### src/rtl/blank_check_pkg.sv
package blank_check_pkg;

    typedef enum logic [2:0] {
        S_IDLE  = 3'd0,
        S_PEND  = 3'd1,
        S_ISSUE = 3'd2,
        S_WAIT  = 3'd3,
        S_DONE  = 3'd4
    } seq_state_e;

    typedef enum logic [1:0] {
        STAT_IDLE = 2'd0,
        STAT_PEND = 2'd1,
        STAT_RUN  = 2'd2,
        STAT_FIN  = 2'd3
    } status_e;

    localparam logic [1:0] RGN_MAIN = 2'd0;
    localparam logic [1:0] RGN_INFO = 2'd1;
    localparam logic [1:0] RGN_BAD  = 2'd2;
    localparam logic [1:0] RGN_ENG  = 2'd3;

endpackage

### src/rtl/bce_region_guard.sv
module bce_region_guard
    import blank_check_pkg::*;
#(
    parameter int ADDR_W     = 16,
    parameter int MAIN_WORDS = 4096,
    parameter int INFO_WORDS = 256,
    parameter int ENG_WORDS  = 64
) (
    input  logic [1:0]      region_i,
    input  logic [ADDR_W:0] addr_i,
    output logic            legal_o
);
    localparam int AW1 = ADDR_W + 1;
    localparam logic [AW1-1:0] MAIN_END = AW1'(MAIN_WORDS);
    localparam logic [AW1-1:0] INFO_END = AW1'(INFO_WORDS);
    localparam logic [AW1-1:0] ENG_END  = AW1'(ENG_WORDS);

    always_comb begin
        unique case (region_i)
            RGN_MAIN: legal_o = addr_i < MAIN_END;
            RGN_INFO: legal_o = addr_i < INFO_END;
            RGN_ENG:  legal_o = addr_i < ENG_END;
            default:  legal_o = 1'b0;
        endcase
    end
endmodule

### src/rtl/bce_miss_tally.sv
module bce_miss_tally #(
    parameter int ADDR_W = 16,
    parameter int CNT_W  = 8
) (
    input  logic              clk,
    input  logic              rst_n,
    input  logic              clr_i,
    input  logic              miss_i,
    input  logic [ADDR_W-1:0] miss_addr_i,
    output logic [ADDR_W-1:0] fail_addr_o,
    output logic [CNT_W-1:0]  fail_cnt_o
);
    localparam logic [CNT_W-1:0] CNT_MAX = {CNT_W{1'b1}};

    typedef struct packed {
        logic [ADDR_W-1:0] faddr;
        logic [CNT_W-1:0]  cnt;
    } tally_t;

    tally_t d, q;

    always_comb begin
        d = q;
        if (clr_i) begin
            d.faddr = '0;
            d.cnt   = '0;
        end else if (miss_i) begin
            if (q.cnt == '0) begin
                d.faddr = miss_addr_i;
            end
            if (q.cnt != CNT_MAX) begin
                d.cnt = q.cnt + 1'b1;
            end
        end
    end

    always_ff @(posedge clk or negedge rst_n) begin
        if (!rst_n) begin
            q <= '0;
        end else begin
            q <= d;
        end
    end

    assign fail_addr_o = q.faddr;
    assign fail_cnt_o  = q.cnt;
endmodule

### src/rtl/bce_sequencer.sv
module bce_sequencer
    import blank_check_pkg::*;
#(
    parameter int ADDR_W = 16,
    parameter int LEN_W  = 16,
    parameter int DATA_W = 32
) (
    input  logic              clk,
    input  logic              rst_n,
    input  logic              start_i,
    input  logic              clear_i,
    input  logic [1:0]        region_i,
    input  logic              pattern_i,
    input  logic              halt_i,
    input  logic              base_we_i,
    input  logic [ADDR_W-1:0] base_i,
    input  logic              count_we_i,
    input  logic [LEN_W-1:0]  count_i,
    input  logic              legal_i,
    input  logic              rd_valid_i,
    input  logic [DATA_W-1:0] rd_data_i,
    output logic              rd_req_o,
    output logic [ADDR_W:0]   cur_addr_o,
    output logic [1:0]        region_o,
    output logic [1:0]        status_o,
    output logic              cmp_err_o,
    output logic              addr_err_o,
    output logic              done_o,
    output logic              tally_clr_o,
    output logic              miss_o
);
    typedef struct packed {
        seq_state_e        st;
        logic [ADDR_W-1:0] base;
        logic [LEN_W-1:0]  count;
        logic [ADDR_W:0]   cur;
        logic [LEN_W-1:0]  remain;
        logic [1:0]        region;
        logic              pattern;
        logic              halt;
        logic              cmp_err;
        logic              addr_err;
        logic              done;
    } seq_t;

    seq_t d, q;
    logic busy;
    logic mismatch;

    assign busy     = (q.st == S_PEND) || (q.st == S_ISSUE) || (q.st == S_WAIT);
    assign mismatch = rd_data_i != {DATA_W{q.pattern}};

    always_comb begin
        d           = q;
        tally_clr_o = 1'b0;
        miss_o      = 1'b0;

        if (base_we_i && !busy) begin
            d.base = base_i;
        end
        if (count_we_i && !busy) begin
            d.count = count_i;
        end

        if (clear_i) begin
            d.st       = S_IDLE;
            d.cmp_err  = 1'b0;
            d.addr_err = 1'b0;
            d.done     = 1'b0;
        end else begin
            unique case (q.st)
                S_IDLE, S_DONE: begin
                    if (start_i) begin
                        d.st        = S_PEND;
                        d.cur       = {1'b0, q.base};
                        d.remain    = q.count;
                        d.region    = region_i;
                        d.pattern   = pattern_i;
                        d.halt      = halt_i;
                        d.cmp_err   = 1'b0;
                        d.addr_err  = 1'b0;
                        d.done      = 1'b0;
                        tally_clr_o = 1'b1;
                    end
                end
                S_PEND: begin
                    d.st = S_ISSUE;
                end
                S_ISSUE: begin
                    if (q.remain == '0) begin
                        d.st   = S_DONE;
                        d.done = 1'b1;
                    end else if (!legal_i) begin
                        d.st       = S_DONE;
                        d.addr_err = 1'b1;
                        d.done     = 1'b1;
                    end else begin
                        d.st = S_WAIT;
                    end
                end
                S_WAIT: begin
                    if (rd_valid_i) begin
                        if (mismatch) begin
                            d.cmp_err = 1'b1;
                            miss_o    = 1'b1;
                        end
                        if (mismatch && q.halt) begin
                            d.st   = S_DONE;
                            d.done = 1'b1;
                        end else begin
                            d.cur    = q.cur + 1'b1;
                            d.remain = q.remain - 1'b1;
                            d.st     = S_ISSUE;
                        end
                    end
                end
                default: d.st = S_IDLE;
            endcase
        end
    end

    always_ff @(posedge clk or negedge rst_n) begin
        if (!rst_n) begin
            q <= '0;
        end else begin
            q <= d;
        end
    end

    always_comb begin
        unique case (q.st)
            S_PEND:          status_o = STAT_PEND;
            S_ISSUE, S_WAIT: status_o = STAT_RUN;
            S_DONE:          status_o = STAT_FIN;
            default:         status_o = STAT_IDLE;
        endcase
    end

    assign rd_req_o   = (q.st == S_ISSUE) && (q.remain != '0) && legal_i && !clear_i;
    assign cur_addr_o = q.cur;
    assign region_o   = q.region;
    assign cmp_err_o  = q.cmp_err;
    assign addr_err_o = q.addr_err;
    assign done_o     = q.done;
endmodule

### src/rtl/blank_check_engine.sv
module blank_check_engine
    import blank_check_pkg::*;
#(
    parameter int ADDR_W     = 16,
    parameter int LEN_W      = 16,
    parameter int DATA_W     = 32,
    parameter int CNT_W      = 8,
    parameter int MAIN_WORDS = 4096,
    parameter int INFO_WORDS = 256,
    parameter int ENG_WORDS  = 64
) (
    input  logic              clk,
    input  logic              rst_n,
    input  logic              start_i,
    input  logic              clear_i,
    input  logic [1:0]        region_i,
    input  logic              pattern_i,
    input  logic              halt_i,
    input  logic              base_we_i,
    input  logic [ADDR_W-1:0] base_i,
    input  logic              count_we_i,
    input  logic [LEN_W-1:0]  count_i,
    output logic              rd_req_o,
    output logic [1:0]        rd_region_o,
    output logic [ADDR_W-1:0] rd_addr_o,
    input  logic              rd_valid_i,
    input  logic [DATA_W-1:0] rd_data_i,
    output logic [1:0]        status_o,
    output logic              cmp_err_o,
    output logic              addr_err_o,
    output logic [ADDR_W-1:0] fail_addr_o,
    output logic [CNT_W-1:0]  fail_cnt_o,
    output logic              done_flag_o
);
    logic            legal;
    logic [ADDR_W:0] cur_addr;
    logic            tally_clr;
    logic            miss;

    bce_sequencer #(
        .ADDR_W (ADDR_W),
        .LEN_W  (LEN_W),
        .DATA_W (DATA_W)
    ) i_seq (
        .clk         (clk),
        .rst_n       (rst_n),
        .start_i     (start_i),
        .clear_i     (clear_i),
        .region_i    (region_i),
        .pattern_i   (pattern_i),
        .halt_i      (halt_i),
        .base_we_i   (base_we_i),
        .base_i      (base_i),
        .count_we_i  (count_we_i),
        .count_i     (count_i),
        .legal_i     (legal),
        .rd_valid_i  (rd_valid_i),
        .rd_data_i   (rd_data_i),
        .rd_req_o    (rd_req_o),
        .cur_addr_o  (cur_addr),
        .region_o    (rd_region_o),
        .status_o    (status_o),
        .cmp_err_o   (cmp_err_o),
        .addr_err_o  (addr_err_o),
        .done_o      (done_flag_o),
        .tally_clr_o (tally_clr),
        .miss_o      (miss)
    );

    bce_region_guard #(
        .ADDR_W     (ADDR_W),
        .MAIN_WORDS (MAIN_WORDS),
        .INFO_WORDS (INFO_WORDS),
        .ENG_WORDS  (ENG_WORDS)
    ) i_guard (
        .region_i (rd_region_o),
        .addr_i   (cur_addr),
        .legal_o  (legal)
    );

    bce_miss_tally #(
        .ADDR_W (ADDR_W),
        .CNT_W  (CNT_W)
    ) i_tally (
        .clk         (clk),
        .rst_n       (rst_n),
        .clr_i       (tally_clr),
        .miss_i      (miss),
        .miss_addr_i (cur_addr[ADDR_W-1:0]),
        .fail_addr_o (fail_addr_o),
        .fail_cnt_o  (fail_cnt_o)
    );

    assign rd_addr_o = cur_addr[ADDR_W-1:0];
endmodule

### config.mk
export PLATFORM = sky130hd
export DESIGN_NAME = blank_check_engine
export DESIGN_NICKNAME = d
export VERILOG_FILES = /design/src/rtl/blank_check_pkg.sv /design/src/rtl/bce_region_guard.sv /design/src/rtl/bce_miss_tally.sv /design/src/rtl/bce_sequencer.sv /design/src/rtl/blank_check_engine.sv
export SDC_FILE = /design/constraint.sdc
export NUM_CORES = 1
export LEC_CHECK = 0
export BUFFER_PORTS_ARGS = -buffer_cell sky130_fd_sc_hd__buf_2
export CORE_MARGIN = 3
export CORE_UTILIZATION = 25
export CTS_BUF_LIST = sky130_fd_sc_hd__clkbuf_8
export CTS_CLUSTER_DIAMETER = 60
export DETAILED_ROUTE_END_ITERATION = 10
export GPL_ROUTABILITY_DRIVEN = 0
export PLACE_DENSITY = 0.47
export SLEW_MARGIN = 0
export SYNTH_ARGS = -nofsm -noshare
export SYNTH_HDL_FRONTEND = slang
export SYNTH_HIERARCHICAL = 1
export SYNTH_SLANG_ARGS = --single-unit
### constraint.sdc
create_clock -name clk -period 7.15 [get_ports clk]
set_clock_uncertainty 0.2 [all_clocks]
set_input_delay 1.43 -clock clk [delete_from_list [all_inputs] [get_ports clk]]
set_output_delay 1.43 -clock clk [all_outputs]
set_load 0.02 [all_outputs]
==> results of run 1 <==
-- power by group through the flow --
stage | sequential (W) | clock (W) | combinational (W)
floorplan | 0.000699 | 0 | 0.000256
CTS | 0.000733 | 0.000405 | 0.000318
finish | 0.000734 | 0.000388 | 0.000313
detailed placement | 0.000744 | 0 | 0.000317
global route | 0.000747 | 0.000422 | 0.000350
global placement | 0.000743 | 0 | 0.000317
-- per-layer routing --
metal | up-vias | GRT usage, %
met2 | 153 | 21.0
met5 | - | 0
met1 | 2337 | 20.4
met3 | 15 | 3.47
li1 | 2329 | -
met4 | 4 | 3.41
-- flip-flops by register name, indices dropped and copies added (netlist names) --
name,flops
i_seq/cur_addr_o,17
i_seq/region_o,2
i_tally/fail_cnt_o,8
i_seq/cmp_err_o,1
i_seq/addr_err_o,1
i_seq/q,53
i_seq/done_o,1
i_tally/fail_addr_o,16
-- worst register-to-register path, stage by stage (launching register included) --
cell	delay, ps
dfrtp_1	480
or3_1	160
nor4_1	40
o22ai_1	390
nor2_1	140
nor3_1	760
nand4bb_1	750
o21ai_0	380
a21oi_1	100
-- layout by cell type (no fill, tap or decap), types with 4 or more instances in the layout --
cell,netlist,layout
a41o_1,6,6
inv_1,16,17
mux2_2,37,37
nor2_1,26,24
nand2_1,39,39
nor3_1,15,15
a31o_2,7,7
nand4_1,10,10
o21ai_0,25,25
nor4_1,9,9
clkbuf_8,0,10
a21o_1,4,4
or4_1,7,7
o211ai_1,5,5
and3_1,5,5
a21oi_1,61,60
a31oi_1,25,25
buf_2,7,121
or3_1,10,10
nand2b_1,8,8
o21ai_1,13,13
buf_4,25,11
dfrtp_1,99,99
nand3_1,40,40
ha_1,5,5
-- cell families (layout without fill, tap and decap cells) --
kind of cell / after synthesis / count (layout) / share of synthesized area, %
flops: 99 / 99 / 45.0
compound gates: 178 / 178 / 20.6
xor+xnor: 1 / 1 / 0.159
buf+inv: 73 / 164 / 6.98
mux: 40 / 40 / 8.12
fa+ha+maj: 5 / 5 / 1.14
simple gates: 188 / 188 / 18.0
-- cell type report --
cell class | instances | area, um^2
inverters | 16 | 60.1
clock buffers | 10 | 138
flip-flops and latches | 99 | 2480
repair buffers | 132 | 688
fillers | 2282 | 14900
well taps | 275 | 344
clock inverters | 6 | 66.3
multi-input cells | 412 | 2660
-- final timing paths --
| kind | from | end | slack (ps) | cells past startpoint |
|---|---|---|---|---|
| worst max-delay path | i_seq/cur_addr_o[13] | rd_req_o | 2860 | 5 |
| worst min-delay path | i_seq/addr_err_o | i_seq/addr_err_o | 290 | 2 |
| worst max register to register | i_seq/q[4] | i_tally/fail_addr_o[0] | 3640 | 8 |
| worst min register to register | i_seq/addr_err_o | i_seq/addr_err_o | 290 | 2 |
| max in group asynchronous | rst_n | i_seq/cur_addr_o[15] | 4770 | 2 |
| min in group asynchronous | rst_n | i_seq/q[4] | 830 | 1 |
-- metrics by stage --
stage / instances / total power [W] / util, %
floorplan: 584 / 0.000954 / -
global placement: 934 / 0.00106 / 29.2
detailed placement: 934 / 0.00106 / 29.2
CTS: 950 / 0.00146 / 30.1
global route: 950 / 0.00152 / 30.1
finish: 950 / 0.00144 / 30.1
==> results.md, run 1 <==
* Power share of the clock group at 27.0%
* Core area at 21400 um^2
* Leading register cell type out of synthesis: dfrtp_1
* Setup WS pre-CTS at around 2700 ps
* GR Overflow Total at 0
* Highest metal used: met5
* DR WL met2 at 7310 um
* Synth area leaders: dfrtp_1 45%, mux2_2 7.6%, a21oi_1 5.5%
* Clock Path Buffers at 2
* Worst-Margin Slew at 1030 ps
* Synth top area share at a little under half
* Netlist Area Pre-Place at approximately 5500 um^2
* Hold Vio Cnt, Final at 0
* Count of cell types in the netlist at 62
* Slew headroom at 30.6%
* Clock sink count at 99
* Fraction of layout cells with a size suffix above 1 at 29.9%
* Synth cell count leaders: 99 x dfrtp_1, 61 x a21oi_1, 40 x nand3_1
* Area post-placement at 6220 um^2
* DRT iter0 DRCs at 367
* Num CTS Buffers at 9
* Initial antenna violation count at 2
* Post-DP HPWL at 11800 um
* Power Dens Cells at about 220 nW/um^2
* Setup crit end kind: output pin
* Synth Warn # at 6
* Gate power share at 21.8%
* Worst vdd ir at about 0.065 mV
* Reg clk slew, reported paths at 100 ps
* Worst Path Required at 5520 ps
* Syn-to-layout area delta at 16.9%
* Yosys reg bits at 99
* Fin. max-slew vios at 0
* Crit Path Max Fanout at 9
* Crit path buffers/inverters at 1
* Hold_ws at slightly below 300 ps
* Final instance area at 6430 um^2
* Die height at 154 um
* Die width at between 150 and 200 um
* H-tree levels at 3
* Ports at between 100 and 150
* Delay-heaviest family, CP: simple AND/OR/NAND/NOR gates
* Part of the cycle the worst path needs at about 60%
* Starting density of the core at approximately a quarter
* Nets at between 700 and 800
* Drt drc at 0
* Vias in the first global route at 4785
* Sw power at 0.000493 W
* Power Internal at 0.000943 W
* Sw Ratio at around 34%
* Pre-antenna DRT Iters at 4
* Post-synth net total at 664
* Critical Path Slowest Stage Cell: or4_1
* Via count at 4838
* RSZ-0062 raised after global routing: no
* Post-DRT Antenna Nets at 0
* Setup Fix Bufs, Post-CTS at 0
* Met1 WL at 8150 um
* Yosys top cell by area: dfrtp_1
* Fin worst setup slack at ~2900 ps
* Met3 WL at ~1200 um
* # diodes at 0
* Final setup vio count at 0
* Global-route wire length before repair at 27200 um
* Data arrival, critical path at 2660 ps
* Slowest Stage Delay on Critical Path at just under 600 ps
* Status: finished clean
* Crit path launch type: register
* Post-synth EDFFs at 0
* Die ar. at around 24000 um^2
* Worst-Skew Late Latency at 390 ps
* Post-route minimum period at 4290 ps
* Hold buffers post-CTS at 0
* FP Rows at 53
* Critical path class: register to output pin
* Synth Instances at 584
* Largest net degree at the start of global routing at 58
* Avg Cell Area, Syn at 9.42 um^2
* Post-Route WL at approximately 17000 um
* Post-CTS sizing at 0
* Final setup TNS at 0 ps
* Fmax at approximately 230 MHz
* Most common cell in the netlist: dfrtp_1
* CTS tree: done
* Async set or reset register ratio after synthesis at 100%
* Total track usage at 14.1%
* CP Cell Sequence: or4_1 > a2111oi_2 > o21ai_0 > nor2_1 > buf_2
* Post-DR wirelength/cell at 17.7 um
* MaxCap Viol Count at 0
* Min-Delay Path Class: register to register
* Register share of total power at 51.1%
* Root Buffer: clkbuf_8
* Vias/cell at 5.09
* Sequential fraction of the synthesis area at between 40% and 50%
* Lkg Pwr at 2.79 nW
* Buffers on Ports at between 100 and 150
Power figures use the tool's default switching activity.
==> run 2, diff against run 1 <==
Clock period 7.15 ns to 4.1 ns, I/O delays scaled along.
==> results.md, run 2 (same netlist as run 1, synthesis figures left out) <==
* Min-Delay Path Class: input port to asynchronous set/reset pin
* Biggest register: i_seq/q
* Slowest Stage Delay on Critical Path at 580 ps
* DRT iter0 DRCs at 322
* Die width at ~150 um
* CP Cell Sequence: or4_1 > a2111oi_2 > o21ai_0 > nor2_1 > buf_2
* Hold buffers post-CTS at 0
* Root Buffer: clkbuf_8
* Post-DR wirelength/cell at around 18 um
* Vias/cell at 5.16
* Part of the cycle the worst path needs at 88.5%
* Setup crit end kind: output pin
* Critical path class: register to output pin
* Worst-Margin Slew at 911 ps
* Worst reg2reg path startpoint: i_seq/q[4]
* Fin cells at 958
* Worst vdd ir at 0.112 mV
* Starting density of the core at 25.8%
* Post-Route WL at 16900 um
* Critical Path Stages at 5
* Core area at 21400 um^2
* FP Rows at 53
* Die height at 154 um
* Total track usage at 13.9%
* R2R depth at 9
* Reg clk slew, reported paths at 110 ps
* Most frequent cells in the layout: 121 x buf_2, 99 x dfrtp_1, 60 x a21oi_1
* # diodes at 0
* Fin worst setup slack at 472 ps
* Syn-to-layout area delta at 18.3%
* RSZ-0062 raised after global routing: no
* Drt drc at 0
* Critical Path Start: i_seq/cur_addr_o[13]
* Worst-Skew Late Latency at slightly below 400 ps
* Max FFs per register at 53
* Final setup TNS at 0 ps
* Initial antenna violation count at 6
* Fraction of layout cells with a size suffix above 1 at 30.9%
* Most common cell after layout, fill and taps aside: buf_2
* Global-route wire length before repair at 26600 um
* Clock sink count at slightly below 100
* Buffers on Ports at 122
* CTS tree: done
* Power Dens Cells at 384 nW/um^2
* DP Cell Count at 942
* Hold Vio Cnt, Final at 0
* Status: finished clean
* Worst Path Required at 3080 ps
* Vias in the first global route at about 4600
* Post-DRT Antenna Nets at 0
* Slew headroom at 38.7%
* Lkg Pwr at 2.83 nW
* Pre-antenna DRT Iters at 7
* Post-route minimum period at 3630 ps
* Clock Path Buffers at 2
* Ports at 123
* FF-to-FF End: i_tally/fail_addr_o[2]
* Crit path buffers/inverters at 1
* Largest net degree at the start of global routing at 62
* Data arrival, critical path at 2610 ps
* GR Overflow Total at 0
* Die ar. at 23800 um^2
* Critical Path Slowest Stage Cell: or4_1
* Setup Fix Bufs, Post-CTS at 0
* Post-DP HPWL at roughly 12000 um
* Via count at between 4000 and 5000
* Nets at 758
* Critical path destination: rd_req_o
* Fin. max-slew vios at 0
* H-tree levels at 3
* Post-CTS sizing at 0
* Delay-heaviest family, CP: simple AND/OR/NAND/NOR gates
* Reg2reg setup slack at 1180 ps
* MaxCap Viol Count at 0
* Crit Path Max Fanout at 9
* Crit path launch type: register
* Fmax at 276 MHz
* Final setup vio count at 0
* Num CTS Buffers at 9
* Setup WS pre-CTS at about 590 ps
[run 2: cell types whose count changed in the layout (fill, tap and decap cells not counted), sizes merged]
cell    change
buf         +8
clkbuf      -1
clkinv      +1
[run 2: final cells by class]
type	instances	area [um^2]
inverters	16	60.1
fillers	2287	14800
clock inverters	7	76.3
clock buffers	9	124
well taps	275	344
flip-flops and latches	99	2480
multi-input cells	412	2660
repair buffers	140	773
[run 2: metrics by stage]
stage          hold WS, ps  utilization [%]  total power [W]  cell area, um^2
2_1_floorplan          267                -          0.00166             5500
3_3_place_gp           271             29.5          0.00187             6310
3_5_place_dp           294             29.5          0.00187             6310
4_1_cts                319             30.5          0.00254             6510
5_1_grt                334             30.5          0.00266             6510
6_report               308             30.5          0.00250             6510
[run 2: worst min path at each step]
stage	endpoint	startpoint	slack, ps
finish	i_seq/q[4]	rst_n	310
global route	i_seq/q[45]	i_seq/q[45]	330
CTS	i_seq/q[63]	i_seq/q[63]	320
detailed placement	i_seq/done_o	i_seq/done_o	290
global placement	i_seq/cmp_err_o	i_seq/cmp_err_o	270
floorplan	i_seq/q[12]	i_seq/q[12]	270
[run 2: power breakdown]
group	internal, W	total (W)	switching [W]
Clock	0.000285	0.000658	0.000373
Sequential	0.00111	0.00127	0.000157
Combinational	0.000249	0.000577	0.000329
Total	0.00164	0.00250	0.000858
[run 2: metal layers]
layer | GRT usage (%) | share of wire, %
met4 | 3.57 | 1.1
met5 | 0 | 0.40
met2 | 20.2 | 43
met3 | 4.14 | 7.6
met1 | 20.2 | 47
[run 2: worst reg2reg max path, stage by stage, from the launching register on]
cell	delay [ps]
dfrtp_1	480
or3_1	150
nor4_1	40
o22ai_1	410
nor2_1	110
nor3_1	220
buf_4	190
nand4bb_1	550
o21ai_0	360
a21oi_1	90
